### src/rtl/cal_pkg.sv
// Package: shared widths and register addresses for the BCD calendar.
// Assumes a 4-bit register address space and byte-wide registers.
package cal_pkg;
    localparam int SEC_W  = 7;
    localparam int MIN_W  = 7;
    localparam int HR_W   = 6;
    localparam int DAY_W  = 6;
    localparam int WDAY_W = 3;
    localparam int MON_W  = 5;
    localparam int YR_W   = 8;
    localparam int BYTE_W = 8;

    localparam logic [3:0] A_CTRL = 4'h0;
    localparam logic [3:0] A_SEC  = 4'h2;
    localparam logic [3:0] A_MIN  = 4'h3;
    localparam logic [3:0] A_HR   = 4'h4;
    localparam logic [3:0] A_DAY  = 4'h5;
    localparam logic [3:0] A_WDAY = 4'h6;
    localparam logic [3:0] A_MON  = 4'h7;
    localparam logic [3:0] A_YR   = 4'h8;

    localparam int STOP_BIT = 5;
endpackage

### src/rtl/cal_bcd_step.sv
// Module: one packed-BCD field stepper (combinational).
// When inc is high it moves cur one step towards hi. At or above hi it
// returns to lo and raises wrap. Assumes W >= 5 and a low-nibble-first BCD layout.
module cal_bcd_step #(
    parameter int W = 7
) (
    input  logic [W-1:0] cur,
    input  logic [W-1:0] lo,
    input  logic [W-1:0] hi,
    input  logic         inc,
    output logic [W-1:0] nxt,
    output logic         wrap
);
    localparam logic [W-1:0] ONE   = 1;
    localparam logic [W-5:0] ONE_T = 1;

    // Next value of the field and its carry out.
    always_comb begin
        wrap = inc && (cur >= hi);
        if (!inc)
            nxt = cur;
        else if (cur >= hi)
            nxt = lo;
        else if (cur[3:0] >= 4'd9)
            nxt = {cur[W-1:4] + ONE_T, 4'h0};
        else
            nxt = cur + ONE;
    end
endmodule

### src/rtl/cal_month_len.sv
// Module: last valid day of a month, as BCD (combinational).
// Assumes BCD month 01..12 and BCD year 00..99. A year divisible by 4 is a leap year.
module cal_month_len (
    input  logic [cal_pkg::MON_W-1:0] mon,
    input  logic [cal_pkg::YR_W-1:0]  year,
    output logic [cal_pkg::DAY_W-1:0] last_day
);
    logic leap;

    // A BCD year is divisible by 4 when an even tens digit meets 0/4/8, or an odd one meets 2/6.
    always_comb begin
        if (!year[4])
            leap = (year[3:0] == 4'd0) || (year[3:0] == 4'd4) || (year[3:0] == 4'd8);
        else
            leap = (year[3:0] == 4'd2) || (year[3:0] == 4'd6);
    end

    // Month length lookup.
    always_comb begin
        case (mon)
            5'h02:                      last_day = leap ? 6'h29 : 6'h28;
            5'h04, 5'h06, 5'h09, 5'h11: last_day = 6'h30;
            default:                    last_day = 6'h31;
        endcase
    end
endmodule

### src/rtl/bcd_calendar.sv
// Module: BCD time-of-day and calendar counter with a byte write port,
// a combinational read port, a stop control and a sticky integrity flag.
// Assumes tick_1s is a single-cycle pulse and runs in 24-hour mode only.
module bcd_calendar #(
    parameter int ADDR_W = 4
) (
    input  logic              clk,
    input  logic              rst_n,
    input  logic              tick_1s,
    input  logic              wr_frame,
    input  logic              wr_en,
    input  logic [ADDR_W-1:0] wr_addr,
    input  logic [7:0]        wr_data,
    input  logic [ADDR_W-1:0] rd_addr,
    output logic [7:0]        rd_data
);
    import cal_pkg::*;

    logic [SEC_W-1:0]  sec_q,  sec_n;
    logic [MIN_W-1:0]  min_q,  min_n;
    logic [HR_W-1:0]   hr_q,   hr_n;
    logic [DAY_W-1:0]  day_q,  day_n, day_hi;
    logic [WDAY_W-1:0] wday_q, wday_n;
    logic [MON_W-1:0]  mon_q,  mon_n;
    logic [YR_W-1:0]   yr_q,   yr_n;
    logic              flag_q, stop_q;
    logic              sec_c, min_c, hr_c, day_c, mon_c, yr_c;
    logic              adv;
    logic [3:0]        wa, ra;

    assign wa = 4'(wr_addr);
    assign ra = 4'(rd_addr);

    // A tick counts only when the clock runs and no write is in progress.
    assign adv = tick_1s && !stop_q && !wr_frame && !wr_en;

    cal_bcd_step #(.W(SEC_W)) u_sec (.cur(sec_q), .lo(7'h00), .hi(7'h59), .inc(adv),
                                     .nxt(sec_n), .wrap(sec_c));
    cal_bcd_step #(.W(MIN_W)) u_min (.cur(min_q), .lo(7'h00), .hi(7'h59), .inc(sec_c),
                                     .nxt(min_n), .wrap(min_c));
    cal_bcd_step #(.W(HR_W))  u_hr  (.cur(hr_q),  .lo(6'h00), .hi(6'h23), .inc(min_c),
                                     .nxt(hr_n),  .wrap(hr_c));
    cal_month_len u_mlen (.mon(mon_q), .year(yr_q), .last_day(day_hi));
    cal_bcd_step #(.W(DAY_W)) u_day (.cur(day_q), .lo(6'h01), .hi(day_hi), .inc(hr_c),
                                     .nxt(day_n), .wrap(day_c));
    cal_bcd_step #(.W(MON_W)) u_mon (.cur(mon_q), .lo(5'h01), .hi(5'h12), .inc(day_c),
                                     .nxt(mon_n), .wrap(mon_c));
    cal_bcd_step #(.W(YR_W))  u_yr  (.cur(yr_q),  .lo(8'h00), .hi(8'h99), .inc(mon_c),
                                     .nxt(yr_n),  .wrap(yr_c));

    // Weekday: binary count modulo 7, stepped by the hour carry.
    always_comb begin
        if (!hr_c)
            wday_n = wday_q;
        else if (wday_q >= 3'd6)
            wday_n = 3'd0;
        else
            wday_n = wday_q + 3'd1;
    end

    // Register update: reset, then a byte write, then a time advance.
    always_ff @(posedge clk) begin
        if (!rst_n) begin
            sec_q  <= '0;
            min_q  <= '0;
            hr_q   <= '0;
            day_q  <= 6'h01;
            wday_q <= '0;
            mon_q  <= 5'h01;
            yr_q   <= '0;
            flag_q <= 1'b1;
            stop_q <= 1'b0;
        end else if (wr_en) begin
            case (wa)
                A_CTRL: stop_q <= wr_data[STOP_BIT];
                A_SEC: begin
                    sec_q  <= wr_data[SEC_W-1:0];
                    flag_q <= 1'b0;
                end
                A_MIN:  min_q  <= wr_data[MIN_W-1:0];
                A_HR:   hr_q   <= wr_data[HR_W-1:0];
                A_DAY:  day_q  <= wr_data[DAY_W-1:0];
                A_WDAY: wday_q <= wr_data[WDAY_W-1:0];
                A_MON:  mon_q  <= wr_data[MON_W-1:0];
                A_YR:   yr_q   <= wr_data[YR_W-1:0];
                default: ;
            endcase
        end else if (adv) begin
            sec_q  <= sec_n;
            min_q  <= min_n;
            hr_q   <= hr_n;
            day_q  <= day_n;
            wday_q <= wday_n;
            mon_q  <= mon_n;
            yr_q   <= yr_n;
        end
    end

    // Read multiplexer.
    always_comb begin
        case (ra)
            A_CTRL:  rd_data = 8'(stop_q) << STOP_BIT;
            A_SEC:   rd_data = {flag_q, sec_q};
            A_MIN:   rd_data = {1'b0, min_q};
            A_HR:    rd_data = {2'b0, hr_q};
            A_DAY:   rd_data = {2'b0, day_q};
            A_WDAY:  rd_data = {5'b0, wday_q};
            A_MON:   rd_data = {3'b0, mon_q};
            A_YR:    rd_data = yr_q;
            default: rd_data = 8'h00;
        endcase
    end

    logic midnight;
    assign midnight = (sec_q == 7'h59) && (min_q == 7'h59) && (hr_q == 6'h23);


    stop_freeze_chk: assert property (@(posedge clk) disable iff (!rst_n)
        (stop_q && !wr_en) |=> ($stable(sec_q) && $stable(min_q) && $stable(hr_q) && $stable(day_q)));

    frame_drop_chk: assert property (@(posedge clk) disable iff (!rst_n)
        (wr_frame && !wr_en) |=> ($stable(sec_q) && $stable(min_q) && $stable(yr_q) && $stable(wday_q)));

    flag_clear_chk: assert property (@(posedge clk) disable iff (!rst_n)
        (wr_en && wa == A_SEC) |=> !flag_q);

    flag_sticky_chk: assert property (@(posedge clk) disable iff (!rst_n)
        (flag_q && !(wr_en && wa == A_SEC)) |=> flag_q);

    sec_wrap_chk: assert property (@(posedge clk) disable iff (!rst_n)
        (adv && sec_q == 7'h59) |=> (sec_q == 7'h00));

    wday_wrap_chk: assert property (@(posedge clk) disable iff (!rst_n)
        (adv && midnight && wday_q == 3'd6) |=> (wday_q == 3'd0));

    month_wrap_chk: assert property (@(posedge clk) disable iff (!rst_n)
        (adv && midnight && day_q == day_hi && mon_q == 5'h12) |=> (mon_q == 5'h01));
endmodule

### config.mk
export PLATFORM = sky130hd
export DESIGN_NAME = bcd_calendar
export DESIGN_NICKNAME = d
export VERILOG_FILES = /design/src/rtl/cal_pkg.sv /design/src/rtl/cal_bcd_step.sv /design/src/rtl/cal_month_len.sv /design/src/rtl/bcd_calendar.sv
export SDC_FILE = /design/constraint.sdc
export NUM_CORES = 1
export LEC_CHECK = 0
export ABC_AREA = 1
export ABC_CLOCK_PERIOD_IN_PS = 4540
export BUFFER_PORTS_ARGS = -buffer_cell sky130_fd_sc_hd__buf_2
export CORE_MARGIN = 2
export CORE_UTILIZATION = 35
export CTS_CLUSTER_SIZE = 25
export DETAILED_ROUTE_END_ITERATION = 10
export PLACE_DENSITY = 0.6
export SLEW_MARGIN = 20
export SYNTH_ARGS = -nofsm -noshare
export SYNTH_HDL_FRONTEND = slang
export SYNTH_SLANG_ARGS = --single-unit
export TNS_END_PERCENT = 5
### constraint.sdc
create_clock -name clk -period 4.54 [get_ports clk]
set_clock_uncertainty 0.2 [all_clocks]
set_input_delay 0.227 -clock clk [delete_from_list [all_inputs] [get_ports clk]]
set_output_delay 0.227 -clock clk [all_outputs]
set_load 0.005 [all_outputs]
==> impl_metrics.ini <==
[outcome]
status = complete, no violations

[power]
power.density_nw_per_um2 = 230
peakVddDrop_v = 0.000122
total_power_mw = 0.940
p_leak_nw = 1.94

[global_routing]
grt_max_degree = 45
antenna_found_initial = 0
grt_pass1_wl_mm = 18.5
first_global_vias = 3746
grt_overflow = 0
grt_use_total = 0.204

[place]
dpl_worst_slack_ps = 1680
place_hpwl_mm = 8.39
place.gp.congestion = 0.912
port_buffers = 28

[die]
die_area_um2 = 11500
core_um2 = 10300
ios = 29
initial_core_util = 0.360
die_h_um = 107
die_w_um = 107
placementRows = 37

[yosys]
synth_common_cells = 130 x nand2_1, 69 x nor2_1, 62 x inv_1, 48 x nand3_1, 44 x dfxtp_1
async_reset_ff_frac = 0
synth_seq_cells = 44
postSynthAreaPerCell_um2 = 6.49
ys_top_cells_by_area = dfxtp_1 24%, nand2_1 13%, ha_1 11%
synth_top_area_cell = dfxtp_1
yosysWarnings = 0
ys.flop_type = dfxtp_1
syn_inst = 573
syn-cell-area_um2 = 3720
synthDominantCellAreaShare = 0.237
seq_area_frac_synth = 0.237
synthMostInstantiatedCell = nand2_1
synth.net_count = 628
synthDistinctLibCells = 40
synth-edff-count = 0

[routing]
drt-total-wl_mm = 11.3
drt_first_iter_violations = 202
firstDrtPassIters = 4
avgRoutedWirePerCell_um = 15.4
via_per_inst = 5.32
via_count = 3908
drc_errors = 0
postRouteAntennaNets = 0

[timing]
fin_ws_ps = 1610
max_slew.worst_pin.slew_ps = 833
max_slew_margin = 0.445
rsz0062_at_grt = false
period_share = 0.645
setup_tns_ps = 0
slew_viol_final = 0
hold_viol_final = 0
setup_viol = 0
timing.fmax_ghz = 0.342
finalCriticalPeriod_ps = 2930

[clock_tree]
h-tree-depth = 2
insertion_delay_ps = 320
cts_hold_buf = 1
cts-root-buf = clkbuf_8
post_cts_buffers = 0
clk_path_buf_depth = 2
cts_tree = yes
cts_made_buffers = 5
cts_num_sinks = 44
cts_resized = 0
clkSlewWorstSetupHoldPaths_ps = 90

[critical_path]
end_kind = register
arrival_ps = 2940
crit_chain = inv_1, ha_1, nand3_1, inv_1, o21ai_0, o2111a_1, ha_1, inv_1, nor2_1, nand3_1, nand3_2, nand2_2, inv_2, nand3_2, nand2_1, nand2_1, nand2_1, nor2_1
path_class = register to register
crit_buf_inv = 4
worst_ep_required_time_ps = 4560
crit_fanout = 13
slowest_stage = dfxtp_1
rrSetupSlack_ps = 1610
worstSetupStartpointType = register
crit_family = simple AND/OR/NAND/NOR gates
worst_path_largest_cell_delay_ps = 360

[finish]
antenna_cells = 0
fin_nets = 653
final_layout_size_suffix_gt1_frac = 0.107
areaGrowthSynthToFinish_pct = 9.99

[flow_run]
max_cap_viol_count = 0

[worst_hold_path]
hold_path.class = input pin to register
-- metal layers --
metal  up-vias  routed length (µm)  global-route usage
li1       1951                   -                   -
met1      1808                5110               0.265
met2       124                5310               0.340
met3        25                 610              0.0298
met4         0                 285              0.0835
met5         -                   0                   0
-- area by class of cell --
type,instances,area (µm²)
timing repair buffer,30,158
clock inverter,1,30.0
clock buffer,7,96.3
tap,136,170
multi-input combinational,446,2490
inverter,71,267
fill,1116,6230
sequential,44,881
-- power by group --
part           switching (mW)  total [mW]  internal [mW]
logic                   0.110       0.166         0.0566
clock network           0.158       0.352          0.195
registers              0.0206       0.422          0.401
total                   0.288       0.940          0.653
-- layout by cell type, fill, tap and decap left out, drive strengths merged, types with 2 or more instances in the layout --
| cell type | synthesis | layout |
|---|---|---|
| nand3 | 57 | 57 |
| nor4 | 2 | 2 |
| clkinv | 3 | 3 |
| ha | 34 | 34 |
| o22ai | 11 | 11 |
| inv | 68 | 68 |
| xnor2 | 4 | 4 |
| buf | 9 | 29 |
| o211ai | 2 | 2 |
| a31oi | 15 | 15 |
| xor2 | 13 | 13 |
| o31ai | 5 | 5 |
| a21oi | 37 | 37 |
| nor3 | 7 | 7 |
| nand3b | 2 | 2 |
| nor2 | 70 | 70 |
| dfxtp | 44 | 44 |
| clkbuf | 3 | 7 |
| nand4 | 4 | 4 |
| nand2 | 137 | 137 |
| o21ai | 37 | 37 |
-- logic make-up after synthesis --
kind of cell             share of synthesized area
buffers and inverters                       0.0939
flip-flops                                   0.237
XOR/XNOR                                    0.0400
AO/OA/AOI/OAI                                0.182
AND/OR/NAND/NOR                              0.333
adder cells (fa/ha/maj)                      0.114
-- metrics by stage --
step           area, µm²   util  hold slack [ps]  std cells
3_3_place_gp        3950  0.383              230        726
2_1_floorplan       3720      -              199        573
4_1_cts             4090  0.396             55.5        735
3_5_place_dp        3950  0.383              234        726
6_report            4090  0.396             61.3        735
5_1_grt             4090  0.396             78.9        735
-- worst reg2reg max path: cells and delay by family (launching register included) --
family / cells / cell delay (ps)
AOI/OAI and AO/OA: 2 / 240
adders and majority gates: 2 / 480
buffers and inverters: 4 / 330
DFF: 1 / 360
and+or+nand+nor: 10 / 1220
-- flip-flops by register name (all words and copies together), names as in the netlist --
register,cells
mon_q,5
wday_q,3
day_q,6
yr_q,8
sec_q,7
min_q,7
hr_q,6
flag_q,1
stop_q,1
-- worst paths after layout --
check                                            from                   end  depth (start not counted)
worst max-delay path            mon_q[0]$_SDFFE_PN1P_  yr_q[7]$_SDFFE_PN0P_                         18
worst min-delay path                       wr_data[5]   stop_q$_SDFFE_PN0P_                          3
worst max register to register  mon_q[0]$_SDFFE_PN1P_  yr_q[7]$_SDFFE_PN0P_                         18
worst min register to register    flag_q$_SDFFE_PN1P_   flag_q$_SDFFE_PN1P_                          2
(Power assumes the default switching activity.)
